$ cat config.mk
export PLATFORM = sky130hd
export DESIGN_NAME = wrpage_collect
export DESIGN_NICKNAME = d
export VERILOG_FILES = /design/src/rtl/wrpage_pkg.sv /design/src/rtl/wrpage_slots.sv /design/src/rtl/wrpage_timer.sv /design/src/rtl/wrpage_collect.sv
export SDC_FILE = /design/constraint.sdc
export NUM_CORES = 1
export LEC_CHECK = 0
export ABC_AREA = 0
export BUFFER_PORTS_ARGS = -buffer_cell sky130_fd_sc_hd__buf_2
export CORE_UTILIZATION = 55
export CTS_BUF_LIST = sky130_fd_sc_hd__clkbuf_4
export CTS_CLUSTER_DIAMETER = 30
export DETAILED_ROUTE_END_ITERATION = 12
export HOLD_SLACK_MARGIN = 0.03
export PLACE_DENSITY = 0.74
export SYNTH_ARGS = -nofsm -noshare
export SYNTH_HDL_FRONTEND = slang
export SYNTH_SLANG_ARGS = --single-unit
$ cat constraint.sdc
create_clock -name clk -period 3.15 [get_ports clk]
set_input_delay 0.4725 -clock clk [delete_from_list [all_inputs] [get_ports clk]]
set_output_delay 0.4725 -clock clk [all_outputs]
set_load 0.1 [all_outputs]
$ cat src/rtl/wrpage_pkg.sv
package wrpage_pkg;

  // Lock applies only when the pin is set and the page sits in the top quarter.
  function automatic logic in_locked_quarter(input logic wp, input logic [1:0] msb);
    return wp && (msb == 2'b11);
  endfunction

endpackage

$ cat src/rtl/wrpage_slots.sv
module wrpage_slots #(
  parameter int PAGE   = 32,
  parameter int DATA_W = 8,
  localparam int PTR_W = $clog2(PAGE)
) (
  input  logic              clk,
  input  logic              rst,
  input  logic              clr_i,
  input  logic              wr_en_i,
  input  logic [PTR_W-1:0]  wr_idx_i,
  input  logic [DATA_W-1:0] wr_data_i,
  input  logic [PTR_W-1:0]  rd_idx_i,
  output logic [DATA_W-1:0] rd_data_o,
  output logic              rd_vld_o,
  output logic              any_vld_o
);

  logic [DATA_W-1:0] mem_q [PAGE];
  logic [PAGE-1:0]   vld_q;

  // Data store: no reset so it can map onto block RAM.
  always_ff @(posedge clk) begin
    if (wr_en_i) mem_q[wr_idx_i] <= wr_data_i;
    rd_data_o <= mem_q[rd_idx_i];
  end

  always_ff @(posedge clk) begin
    if (rst) begin
      vld_q    <= '0;
      rd_vld_o <= 1'b0;
    end else begin
      if (clr_i)        vld_q           <= '0;
      else if (wr_en_i) vld_q[wr_idx_i] <= 1'b1;
      rd_vld_o <= vld_q[rd_idx_i];
    end
  end

  assign any_vld_o = |vld_q;

endmodule

$ cat src/rtl/wrpage_timer.sv
module wrpage_timer #(
  parameter int PROG_CYC = 1250000,
  localparam int CW = (PROG_CYC > 1) ? $clog2(PROG_CYC) : 1
) (
  input  logic clk,
  input  logic rst,
  input  logic go_i,
  output logic busy_o
);

  logic [CW-1:0] cnt_q;

  always_ff @(posedge clk) begin
    if (rst) begin
      busy_o <= 1'b0;
      cnt_q  <= '0;
    end else if (go_i && !busy_o) begin
      busy_o <= 1'b1;
      cnt_q  <= CW'(PROG_CYC - 1);
    end else if (busy_o) begin
      if (cnt_q == '0) busy_o <= 1'b0;
      else             cnt_q  <= cnt_q - 1'b1;
    end
  end

  a_r6_busy_holds: assert property (@(posedge clk) disable iff (rst)
    (busy_o && cnt_q != '0) |=> busy_o);
  a_r6_busy_ends: assert property (@(posedge clk) disable iff (rst)
    (busy_o && cnt_q == '0 && !go_i) |=> !busy_o);

endmodule

$ cat src/rtl/wrpage_collect.sv
module wrpage_collect #(
  parameter int ADDR_W   = 12,
  parameter int DATA_W   = 8,
  parameter int PAGE     = 32,
  parameter int PROG_CYC = 1250000
) (
  input  logic              clk,
  input  logic              rst,
  input  logic              start_i,
  input  logic [ADDR_W-1:0] start_addr_i,
  input  logic              byte_i,
  input  logic [DATA_W-1:0] byte_data_i,
  input  logic              stop_i,
  input  logic              wp_i,
  output logic              arr_we_o,
  output logic [ADDR_W-1:0] arr_addr_o,
  output logic [DATA_W-1:0] arr_data_o,
  output logic              busy_o,
  output logic              prot_drop_o
);
  import wrpage_pkg::*;

  localparam int PTR_W = $clog2(PAGE);
  localparam int HI_W  = ADDR_W - PTR_W;

  if (PROG_CYC < PAGE + 2) begin : g_prog_too_short
    $error("PROG_CYC must cover the copy scan");
  end

  logic              open_q, scan_q, act_d, prot_q;
  logic [PTR_W-1:0]  ptr_q, si_q, si_d;
  logic [HI_W-1:0]   base_q;
  logic [DATA_W-1:0] rd_data;
  logic              rd_vld, any_vld;
  logic              take_start, take_byte, commit_go;

  assign take_start = start_i && !busy_o;
  assign take_byte  = byte_i && open_q && !busy_o && !take_start;
  assign commit_go  = stop_i && open_q && any_vld && !busy_o && !take_start;

  wrpage_slots #(.PAGE(PAGE), .DATA_W(DATA_W)) i_slots (
    .clk       (clk),
    .rst       (rst),
    .clr_i     (take_start),
    .wr_en_i   (take_byte),
    .wr_idx_i  (ptr_q),
    .wr_data_i (byte_data_i),
    .rd_idx_i  (si_q),
    .rd_data_o (rd_data),
    .rd_vld_o  (rd_vld),
    .any_vld_o (any_vld)
  );

  wrpage_timer #(.PROG_CYC(PROG_CYC)) i_timer (
    .clk    (clk),
    .rst    (rst),
    .go_i   (commit_go),
    .busy_o (busy_o)
  );

  // Transaction capture
  always_ff @(posedge clk) begin
    if (rst) begin
      open_q <= 1'b0;
      ptr_q  <= '0;
      base_q <= '0;
    end else if (take_start) begin
      open_q <= 1'b1;
      ptr_q  <= start_addr_i[PTR_W-1:0];
      base_q <= start_addr_i[ADDR_W-1:PTR_W];
    end else if (take_byte) begin
      ptr_q  <= ptr_q + 1'b1;
    end else if (stop_i && !busy_o) begin
      open_q <= 1'b0;
    end
  end

  // Copy scan: one slot per clock, lock decided when the copy starts
  always_ff @(posedge clk) begin
    if (rst) begin
      scan_q <= 1'b0;
      si_q   <= '0;
      si_d   <= '0;
      act_d  <= 1'b0;
      prot_q <= 1'b0;
    end else begin
      act_d <= scan_q;
      si_d  <= si_q;
      if (commit_go) begin
        scan_q <= 1'b1;
        si_q   <= '0;
        prot_q <= in_locked_quarter(wp_i, base_q[HI_W-1 -: 2]);
      end else if (scan_q) begin
        si_q <= si_q + 1'b1;
        if (si_q == PTR_W'(PAGE - 1)) scan_q <= 1'b0;
      end
    end
  end

  // Registered array port and sticky status
  always_ff @(posedge clk) begin
    if (rst) begin
      arr_we_o    <= 1'b0;
      arr_addr_o  <= '0;
      arr_data_o  <= '0;
      prot_drop_o <= 1'b0;
    end else begin
      arr_we_o   <= act_d && rd_vld && !prot_q;
      arr_addr_o <= {base_q, si_d};
      arr_data_o <= rd_data;
      if (act_d && rd_vld && prot_q) prot_drop_o <= 1'b1;
    end
  end

  a_r6_busy_after_go: assert property (@(posedge clk) disable iff (rst)
    commit_go |=> busy_o);
  a_r4_write_in_busy: assert property (@(posedge clk) disable iff (rst)
    arr_we_o |-> busy_o);
  a_r2_page_fixed: assert property (@(posedge clk) disable iff (rst)
    arr_we_o |-> (arr_addr_o[ADDR_W-1:PTR_W] == base_q));
  a_r7_ptr_frozen: assert property (@(posedge clk) disable iff (rst)
    busy_o |=> $stable(ptr_q));
  a_r10_sticky: assert property (@(posedge clk) disable iff (rst)
    prot_drop_o |=> prot_drop_o);

endmodule

==> results of run 1 <==
[state kept, by name, indices dropped and copies added, names as in the netlist, 5 cells and up]
signal,flops
arr_addr_o,12
arr_data_o,8
base_q,7
i_slots.mem_q,256
i_slots.rd_data_o,8
i_slots.vld_q,32
i_timer.cnt_q,21
ptr_q,5
si_d,5
si_q,5
[cells in the mapped netlist, types with 2 or more instances]
cell type	number
sky130_fd_sc_hd__o21ai_0	5
sky130_fd_sc_hd__o211ai_2	3
sky130_fd_sc_hd__buf_2	10
sky130_fd_sc_hd__nor2b_1	31
sky130_fd_sc_hd__xnor2_1	3
sky130_fd_sc_hd__a211oi_1	3
sky130_fd_sc_hd__o21ba_2	5
sky130_fd_sc_hd__mux2i_1	38
sky130_fd_sc_hd__a31oi_1	7
sky130_fd_sc_hd__clkbuf_1	28
sky130_fd_sc_hd__ha_1	8
sky130_fd_sc_hd__a22o_1	9
sky130_fd_sc_hd__o31ai_1	3
sky130_fd_sc_hd__or4_4	2
sky130_fd_sc_hd__nand4_1	7
sky130_fd_sc_hd__nand2_1	26
sky130_fd_sc_hd__nor4_1	9
sky130_fd_sc_hd__or3_1	5
sky130_fd_sc_hd__o21ai_1	6
sky130_fd_sc_hd__mux4_2	72
sky130_fd_sc_hd__a41oi_1	2
sky130_fd_sc_hd__edfxtp_1	256
sky130_fd_sc_hd__nor3_1	8
sky130_fd_sc_hd__a221oi_1	8
sky130_fd_sc_hd__a21oi_1	25
sky130_fd_sc_hd__dfxtp_1	111
sky130_fd_sc_hd__nand3_1	5
sky130_fd_sc_hd__nand2b_1	4
sky130_fd_sc_hd__buf_1	10
sky130_fd_sc_hd__inv_1	5
sky130_fd_sc_hd__or4_1	5
sky130_fd_sc_hd__nor2_1	114
sky130_fd_sc_hd__nand3b_1	4
sky130_fd_sc_hd__xor2_1	12
[worst max-delay path, stage by stage (launching register included)]
cell                      delay (ns)
sky130_fd_sc_hd__dfxtp_1        0.31
sky130_fd_sc_hd__inv_1          0.10
sky130_fd_sc_hd__ha_1           0.16
sky130_fd_sc_hd__or4b_2         0.58
sky130_fd_sc_hd__or4_4          0.55
sky130_fd_sc_hd__o21ai_2        0.21
sky130_fd_sc_hd__mux2_1         0.35
sky130_fd_sc_hd__a21oi_1        0.14
[power by group through the flow]
stage | Sequential [mW] | Combinational (mW) | Clock [mW]
finish | 5.19 | 0.241 | 3.97
CTS | 5.19 | 0.243 | 4.07
global placement | 5.30 | 0.227 | 0
global route | 5.19 | 0.259 | 4.30
detailed placement | 5.30 | 0.233 | 0
floorplan | 5.34 | 0.0865 | 0
[layout make-up]
cell class / instances / area [um^2] / share of cell area (%)
inverter: 5 / 18.8 / 0.116
multi-input combinational: 447 / 3960 / 24.5
tap: 330 / 413 / 2.55
timing repair buffer: 99 / 683 / 4.22
clock buffer: 148 / 1110 / 6.87
sequential: 367 / 9920 / 61.3
clock inverter: 12 / 73.8 / 0.456
antenna: 1 / 2.50 / 0.0155
[stage by stage]
step | area, um^2 | cells
after CTS | 16200 | 1408
after floorplan | 14100 | 868
final | 16200 | 1409
after global routing | 16200 | 1409
after detailed placement | 14900 | 1239
after global placement | 14900 | 1239
[worst max-delay path by stage]
stage | from | endpoint | slack (ns)
2_1_floorplan | i_timer.busy_o$_SDFF_PP0_ | i_slots.mem_q[15][0]$_DFFE_PP_ | 0.61
3_3_place_gp | start_i | i_slots.mem_q[22][2]$_DFFE_PP_ | 0.67
3_5_place_dp | i_timer.cnt_q[0]$_SDFFE_PP0P_ | i_timer.cnt_q[1]$_SDFFE_PP0P_ | 0.67
4_1_cts | i_timer.cnt_q[0]$_SDFFE_PP0P_ | i_timer.cnt_q[1]$_SDFFE_PP0P_ | 0.68
5_1_grt | i_timer.cnt_q[0]$_SDFFE_PP0P_ | i_timer.cnt_q[1]$_SDFFE_PP0P_ | 0.55
6_report | i_timer.cnt_q[0]$_SDFFE_PP0P_ | i_timer.cnt_q[1]$_SDFFE_PP0P_ | 0.68
[logic make-up (layout without fill, tap and decap cells)]
family	count (synthesis)	after routing	synth area share [%]
AOI/OAI and AO/OA	81	81	4.04
xor gates and xnor gates	15	15	0.932
adders and majority gates	8	8	0.710
buffers and inverters	54	264	1.58
DFF	367	367	70.3
muxes	111	111	14.3
other	0	1	0
and+or+nand+nor	232	232	8.12
[metal layers]
metal | up-vias | global-route usage, % | part of all wire [%]
li1 | 3687 | - | -
met1 | 4042 | 30.2 | 41
met2 | 269 | 38.1 | 50
met3 | 62 | 4.55 | 6.1
met4 | 0 | 9.22 | 2.3
met5 | - | 0 | 0
[repair_timing]
item,4_1_cts,5_1_grt
hold endpoints to repair,9,0
endpoints found under the setup margin,0,0
hold buffers,9,0
==> impl_results.md, run 1 <==
* Most frequent cells in the layout: 256 x sky130_fd_sc_hd__edfxtp_1, 148 x sky130_fd_sc_hd__clkbuf_4, 114 x sky130_fd_sc_hd__nor2_1, 108 x sky130_fd_sc_hd__dfxtp_1, 72 x sky130_fd_sc_hd__mux4_2
* Hold endpoint: ptr_q[1]$_SDFFE_PP0P_
* R2r worst-path depth at 7
* Standard-cell rows at 58
* Worst-case hold slack at 0.0894 ns
* Post-detailed-route wirelength per cell at 20.6 um
* First-pass GRT wire length at 44900 um
* Root buffer cell: sky130_fd_sc_hd__clkbuf_4
* Synth cell types at 53
* Final Hold Fails at 0
* Max-Slew Margin vs Limit at 44.7%
* All-layer global routing usage at 23.1%
* Width of the chip at 162 um
* Sequential element share of the synthesized area at 70.3%
* Setup Crit Path Kind: flop to flop
* Final Worst Setup Slack at 0.681 ns
* Final core occ at 64.2%
* Share of the clock period used by the worst path at between 70 and 80%
* Top Ports at 49
* Syn Nets at 902
* Vias per inst at ~5.7
* Data arrival time at the worst-slack endpoint at 3.08 ns
* Reg-to-Reg Start: i_timer.cnt_q[0]$_SDFFE_PP0P_
* Avg Inst Size Synth at 16.2 um^2
* Power density over cell area at around 580 nW/um^2
* Placeable core region at 25200 um^2
* Area added between synthesis and finish at 14.8%
* Detailed Routing Iterations Pass 1 at 5
* RePlAce Congestion at 0.822
* Share of post-route cells with drive strength above 1 at 31.0%
* Worst vdd ir at 0.346 mV
* Maximum number of pins on one net before global-route repair at 58
* Run status: completed
* Number of global-route vias before repair at 8168
* Total negative setup slack at 0 ns
* Max-cap viol count at 0
* Slew of the pin with the lowest slew margin at slightly above 0.8 ns
* Biggest area consumer among synthesized cells: sky130_fd_sc_hd__edfxtp_1
* Clock insertion delay at the later pin of the skew report at 0.71 ns
* Endpoint class of the critical path: flop
* Worst R2R Setup Slack at 0.68 ns
* Static Leakage at 5.48 nW
* Dominant register cell in the synthesized netlist: sky130_fd_sc_hd__edfxtp_1
* Total internal power at 7.43 mW
* Synth Warn # at 0
* Initial standard-cell utilization of the core at 56.0%
* Largest cells by area after synthesis: sky130_fd_sc_hd__edfxtp_1 55%, sky130_fd_sc_hd__dfxtp_1 16%, sky130_fd_sc_hd__mux4_2 12%
* Clock Sinks at ~370
* Crit Reg-Reg Endpoint: i_timer.cnt_q[1]$_SDFFE_PP0P_
* Final Slew Violations at 0
* Data required time at the worst endpoint at 3.76 ns
* Quantity of I/O buffers inserted on ports at 48
* Top fanout value on the critical path at 14
* Total detailed-routing wirelength at 29000 um
* Number of flops mapped to enable cells by yosys at ~260
* Post-synthesis instance area at 14100 um^2
* Total power at 9.40 mW
* Post-CTS Repair Setup Buffers at 0
* Final worst clock skew at 0.0424 ns
* Total number of vias at roughly 8100
* Antenna violations before repair at 1
* Post-place setup slack at 0.674 ns
* Total number of nets in the final design at ~1000
* Remaining global-route overflow at 0
* Min-Delay Path Depth at 3
* Total number of H-tree levels at 3
* Relative contribution of combinational cells to total power at 2.6%
* Residual DRC at 0
* Top-area cell type share of the netlist area at 54.6%
* Fill cell instance count of the final layout at 1803
* TritonCTS clock tree: built
* HPWL after detailed placement at 17100 um
* Achievable clock frequency at approximately 400 MHz
* Power dissipated by switching net loads at 1.98 mW
* Cell count after synthesis at 868
* Class of the worst hold path: primary input to flop
* Resized Gates After CTS at 0
* CTS clock-pin slew for the worst setup and hold paths at approximately 0.070 ns
* Unrepaired setup endpoints after global routing: no
* Number of buffers inserted during clock tree synthesis at a little over 90
* Clock Power Share at between 40 and 50%
* Min-Delay Startpoint: start_addr_i[1]
* Overall die height at 162 um
* Switching share of power at 21.0%
* Tmin final at 2.47 ns
* Maximum number of buffers from clock root to sink at 3
* Antenna Nets Post-Route at 0
* Critical Path Source Type: flop
* Fraction of registers with async set/reset at 0%
* Leading cell type in the layout, fill and taps excluded: sky130_fd_sc_hd__edfxtp_1
* Final setup violating endpoints at 0
* Area of the die at 26300 um^2
* Number of design-rule violations left by the first detailed-router iteration at 645
* Synthesized flop and latch total at approximately 370
* Sequential share of power at a little under three fifths
(Power assumes the default switching activity.)
==> run 2, diff against run 1 <==
Settings changed: ABC_AREA 0 to 1.
Clock period 3.15 ns to 2.3 ns, I/O delays scaled along.
==> run 2 against run 1 <==
Against the previous run: first-iteration DRC count grew 78%; routed wire length grew 26%; sequential share of layout area shrank 3.1 points; clock power grew 38%; via count grew 38%; core utilization grew 0.40 points; synthesized cell count grew 67%; clock skew grew 0.012 ns; cell area grew 5.3%; count of clock-buffer cells in the layout shrank 14.
==> impl_results.md, run 2 <==
* Synthesized flop and latch total at 367 (unchanged)
* TritonCTS clock tree: built
* Final Hold Fails at 0 (unchanged)
* Clock Sinks at 367 (unchanged)
* Antenna Nets Post-Route at 0 (unchanged)
* Total power at 13.0 mW (+38%)
* Largest cells by area after synthesis: sky130_fd_sc_hd__edfxtp_1 52%, sky130_fd_sc_hd__dfxtp_1 15%, sky130_fd_sc_hd__nor2_1 8.4%
* Dominant register cell in the synthesized netlist: sky130_fd_sc_hd__edfxtp_1
* Slew of the pin with the lowest slew margin at 0.712 ns (-0.115 ns)
* CTS clock-pin slew for the worst setup and hold paths at 0.07 ns (about the same)
* Worst-case hold slack at 0.0999 ns (+0.0105 ns)
* Remaining global-route overflow at 0 (unchanged)
* Final Slew Violations at 0 (unchanged)
* Max-Slew Margin vs Limit at 52.5% (+7.9 points)
* Total detailed-routing wirelength at 36600 um (+26%)
* Endpoint class of the critical path: flop
* Run status: completed
* Wire length on met3 at 3440 um (+94%)
* Final setup violating endpoints at 0 (unchanged)
* Root buffer cell: sky130_fd_sc_hd__clkbuf_4
* Fraction of registers with async set/reset at 0% (unchanged)
* All-layer global routing usage at 26.9% (+3.8 points)
* Placeable core region at 26400 um^2 (+4.7%)
* Top fanout value on the critical path at 71 (+57)
* Total number of H-tree levels at 3 (unchanged)
* Data arrival time at the worst-slack endpoint at 2.82 ns (-0.26 ns)
* Max-cap viol count at 0 (unchanged)
* Sequential element share of the synthesized area at 66.4% (-3.9 points)
* Total number of vias at 11155 (+38%)
* Worst R2R Setup Slack at 0.09 ns (-0.59 ns)
* Unrepaired setup endpoints after global routing: no
* Top-area cell type share of the netlist area at 51.5% (-3.0 points)
* Share of the clock period used by the worst path at 96.2% (+18 points)
* Biggest registers after layout: i_slots.mem_q: 256 flops, i_slots.vld_q: 32 flops, i_timer.cnt_q: 21 flops
* Critical Path Source Type: flop
* Power density over cell area at 763 nW/um^2 (+31%)
* HPWL after detailed placement at 23000 um (+35%)
* Avg Inst Size Synth at 10.3 um^2 (-36%)
* Register ranked first by flip-flop count: i_slots.mem_q
* Post-synthesis instance area at 14900 um^2 (+5.9%)
* Post-detailed-placement cell area at 15600 um^2 (+4.9%)
* Biggest area consumer among synthesized cells: sky130_fd_sc_hd__edfxtp_1
* Worst vdd ir at 0.530 mV (+53%)
* Syn Nets at 1480 (+64%)
* Area added between synthesis and finish at 14.2%
* Class of the worst hold path: primary input to flop
* First-pass GRT wire length at 57300 um (+28%)
* Number of global-route vias before repair at 10901 (+33%)
* Clock insertion delay at the later pin of the skew report at 0.72 ns (about the same)
* Dominant cell by count in the synthesized netlist: sky130_fd_sc_hd__nor2_1
* Detailed Routing Iterations Pass 1 at 8 (+3)
* Post-detailed-route wirelength per cell at 18.3 um (-11%)
* Quantity of I/O buffers inserted on ports at 48 (unchanged)
* Leading cell type in the layout, fill and taps excluded: sky130_fd_sc_hd__nor2_1
* Vias per inst at 5.57 (-2.5%)
* Setup Crit Path Kind: flop to flop
* Tmin final at 2.21 ns (-0.256 ns)
* Max FFs per register at 256 (unchanged)
* Total negative setup slack at 0 ns (unchanged)
* Initial standard-cell utilization of the core at 56.6% (+0.65 points)
* Most frequent cells in the layout: 334 x sky130_fd_sc_hd__nor2_1, 256 x sky130_fd_sc_hd__edfxtp_1, 188 x sky130_fd_sc_hd__nand2_1, 134 x sky130_fd_sc_hd__o21ai_0, 134 x sky130_fd_sc_hd__clkbuf_4
* Antenna violations before repair at 5 (+4)
* Standard-cell rows at 59 (+1.7%)
* Post-route cell area at 17000 um^2 (+5.3%)
* RePlAce Congestion at 0.929 (+13%)
* Post-Route M1 WL at 14600 um (+23%)
* Number of design-rule violations left by the first detailed-router iteration at 1151 (+78%)
* Static Leakage at 6.68 nW (+22%)
* Total number of nets in the final design at 1618 (+55%)
* Post-CTS Repair Setup Buffers at 0 (unchanged)
* Routed wire length on met2 at 16900 um (+15%)
* Share of post-route cells with drive strength above 1 at 16.7% (-14 points)
* Top routing layer in use: met5
* Final worst clock skew at 0.0546 ns (+0.0122 ns)
* Maximum number of buffers from clock root to sink at 3 (unchanged)
* Residual DRC at 0 (unchanged)
* Cell count after synthesis at 1446 (+67%)
* Maximum number of pins on one net before global-route repair at 72 (+24%)
* Synth Warn # at 0 (unchanged)
* Area of the die at 27800 um^2 (+5.8%)
* Achievable clock frequency at 452 MHz (+12%)
* Number of flops mapped to enable cells by yosys at 256 (unchanged)
* Commonest cells post-synth: 334 x sky130_fd_sc_hd__nor2_1, 256 x sky130_fd_sc_hd__edfxtp_1, 188 x sky130_fd_sc_hd__nand2_1
* Overall die height at 167 um (+2.9%)
* Number of buffers inserted during clock tree synthesis at 91 (-1.1%)
* Synth cell types at 38 (-28%)
* Width of the chip at 167 um (+2.9%)
* Top Ports at 49 (unchanged)
* Data required time at the worst endpoint at 2.91 ns (-0.85 ns)
-- run 2: cell count changes in the layout (fill, tap and decap cells not counted), sizes merged, moves of 18 or more --
cell,previous run,this run
a21oi,25,43
clkinv,10,34
inv,6,95
mux2i,38,0
mux4,72,0
nand2,26,191
nand3,5,68
nor2,114,346
nor2b,31,0
o211ai,3,32
o21ai,12,164
o22ai,0,29
-- run 2: layer usage --
metal,vias up,global-route usage (%)
li1,5282,-
met5,-,0
met2,558,42.0
met4,2,15.3
met3,114,6.35
met1,5199,34.6
-- run 2: stage by stage --
| stage | utilization [%] | std cells | setup slack (ns) |
|---|---|---|---|
| 2_1_floorplan | - | 1446 | 0.0703 |
| 3_3_place_gp | 59.3 | 1809 | 0.0914 |
| 3_5_place_dp | 59.3 | 1809 | 0.108 |
| 4_1_cts | 64.6 | 1998 | 0.0554 |
| 5_1_grt | 64.6 | 1999 | 0.000529 |
| 6_report | 64.6 | 2001 | 0.0868 |
-- run 2: worst max-delay path, cell delays in order, from the launching register on --
cell	delay (ns)
sky130_fd_sc_hd__dfxtp_4	0.60
sky130_fd_sc_hd__inv_4	0.21
sky130_fd_sc_hd__buf_12	0.24
sky130_fd_sc_hd__nand2_1	0.10
sky130_fd_sc_hd__nand3_1	0.09
sky130_fd_sc_hd__nand3_1	0.10
sky130_fd_sc_hd__nand2_1	0.09
sky130_fd_sc_hd__a21oi_1	0.42
sky130_fd_sc_hd__nand2_1	0.12
sky130_fd_sc_hd__nand2_1	0.07
sky130_fd_sc_hd__inv_1	0.03
-- run 2: cell families after synthesis --
family	count (synthesis)	share of synthesized area (%)
and+or+nand+nor	619	16.9
DFF	367	66.4
AOI/OAI and AO/OA	274	10.3
buffers and inverters	167	5.07
xor gates and xnor gates	11	0.646
adders and majority gates	8	0.671
-- run 2: what timing repair did --
action / 4_1_cts / 5_1_grt
setup endpoints to repair: 0 / 1
endpoints found under the hold margin: 20 / 0
hold buffers: 17 / 0
gates resized for setup: 0 / 1
-- run 2: area by class of cell --
| cell class | count | area [um^2] |
|---|---|---|
| diodes | 3 | 7.51 |
| flip-flops and latches | 367 | 9910 |
| multi-input cells | 912 | 4260 |
| repair buffers | 117 | 851 |
| clock inverters | 38 | 221 |
| well taps | 335 | 419 |
| clock buffers | 134 | 1010 |
| fillers | 2075 | 9320 |
| inverters | 95 | 362 |
-- run 2: path summary, 6_finish.rpt --
path	from	endpoint	depth (start not counted)
worst max-delay path	si_q[0]$_SDFFE_PP0P_	i_slots.rd_data_o[0]$_DFF_P_	10
worst min-delay path	start_i	ptr_q[2]$_SDFFE_PP0P_	4
worst max register to register	si_q[0]$_SDFFE_PP0P_	i_slots.rd_data_o[0]$_DFF_P_	10
worst min register to register	si_d[2]$_SDFF_PP0_	arr_addr_o[2]$_SDFF_PP0_	2
-- run 2: power breakdown --
group	internal, mW	switching [mW]	total (mW)
Sequential	7.09	0.0256	7.12
Clock	2.93	2.56	5.49
Combinational	0.0923	0.304	0.396
Total	10.1	2.89	13.0
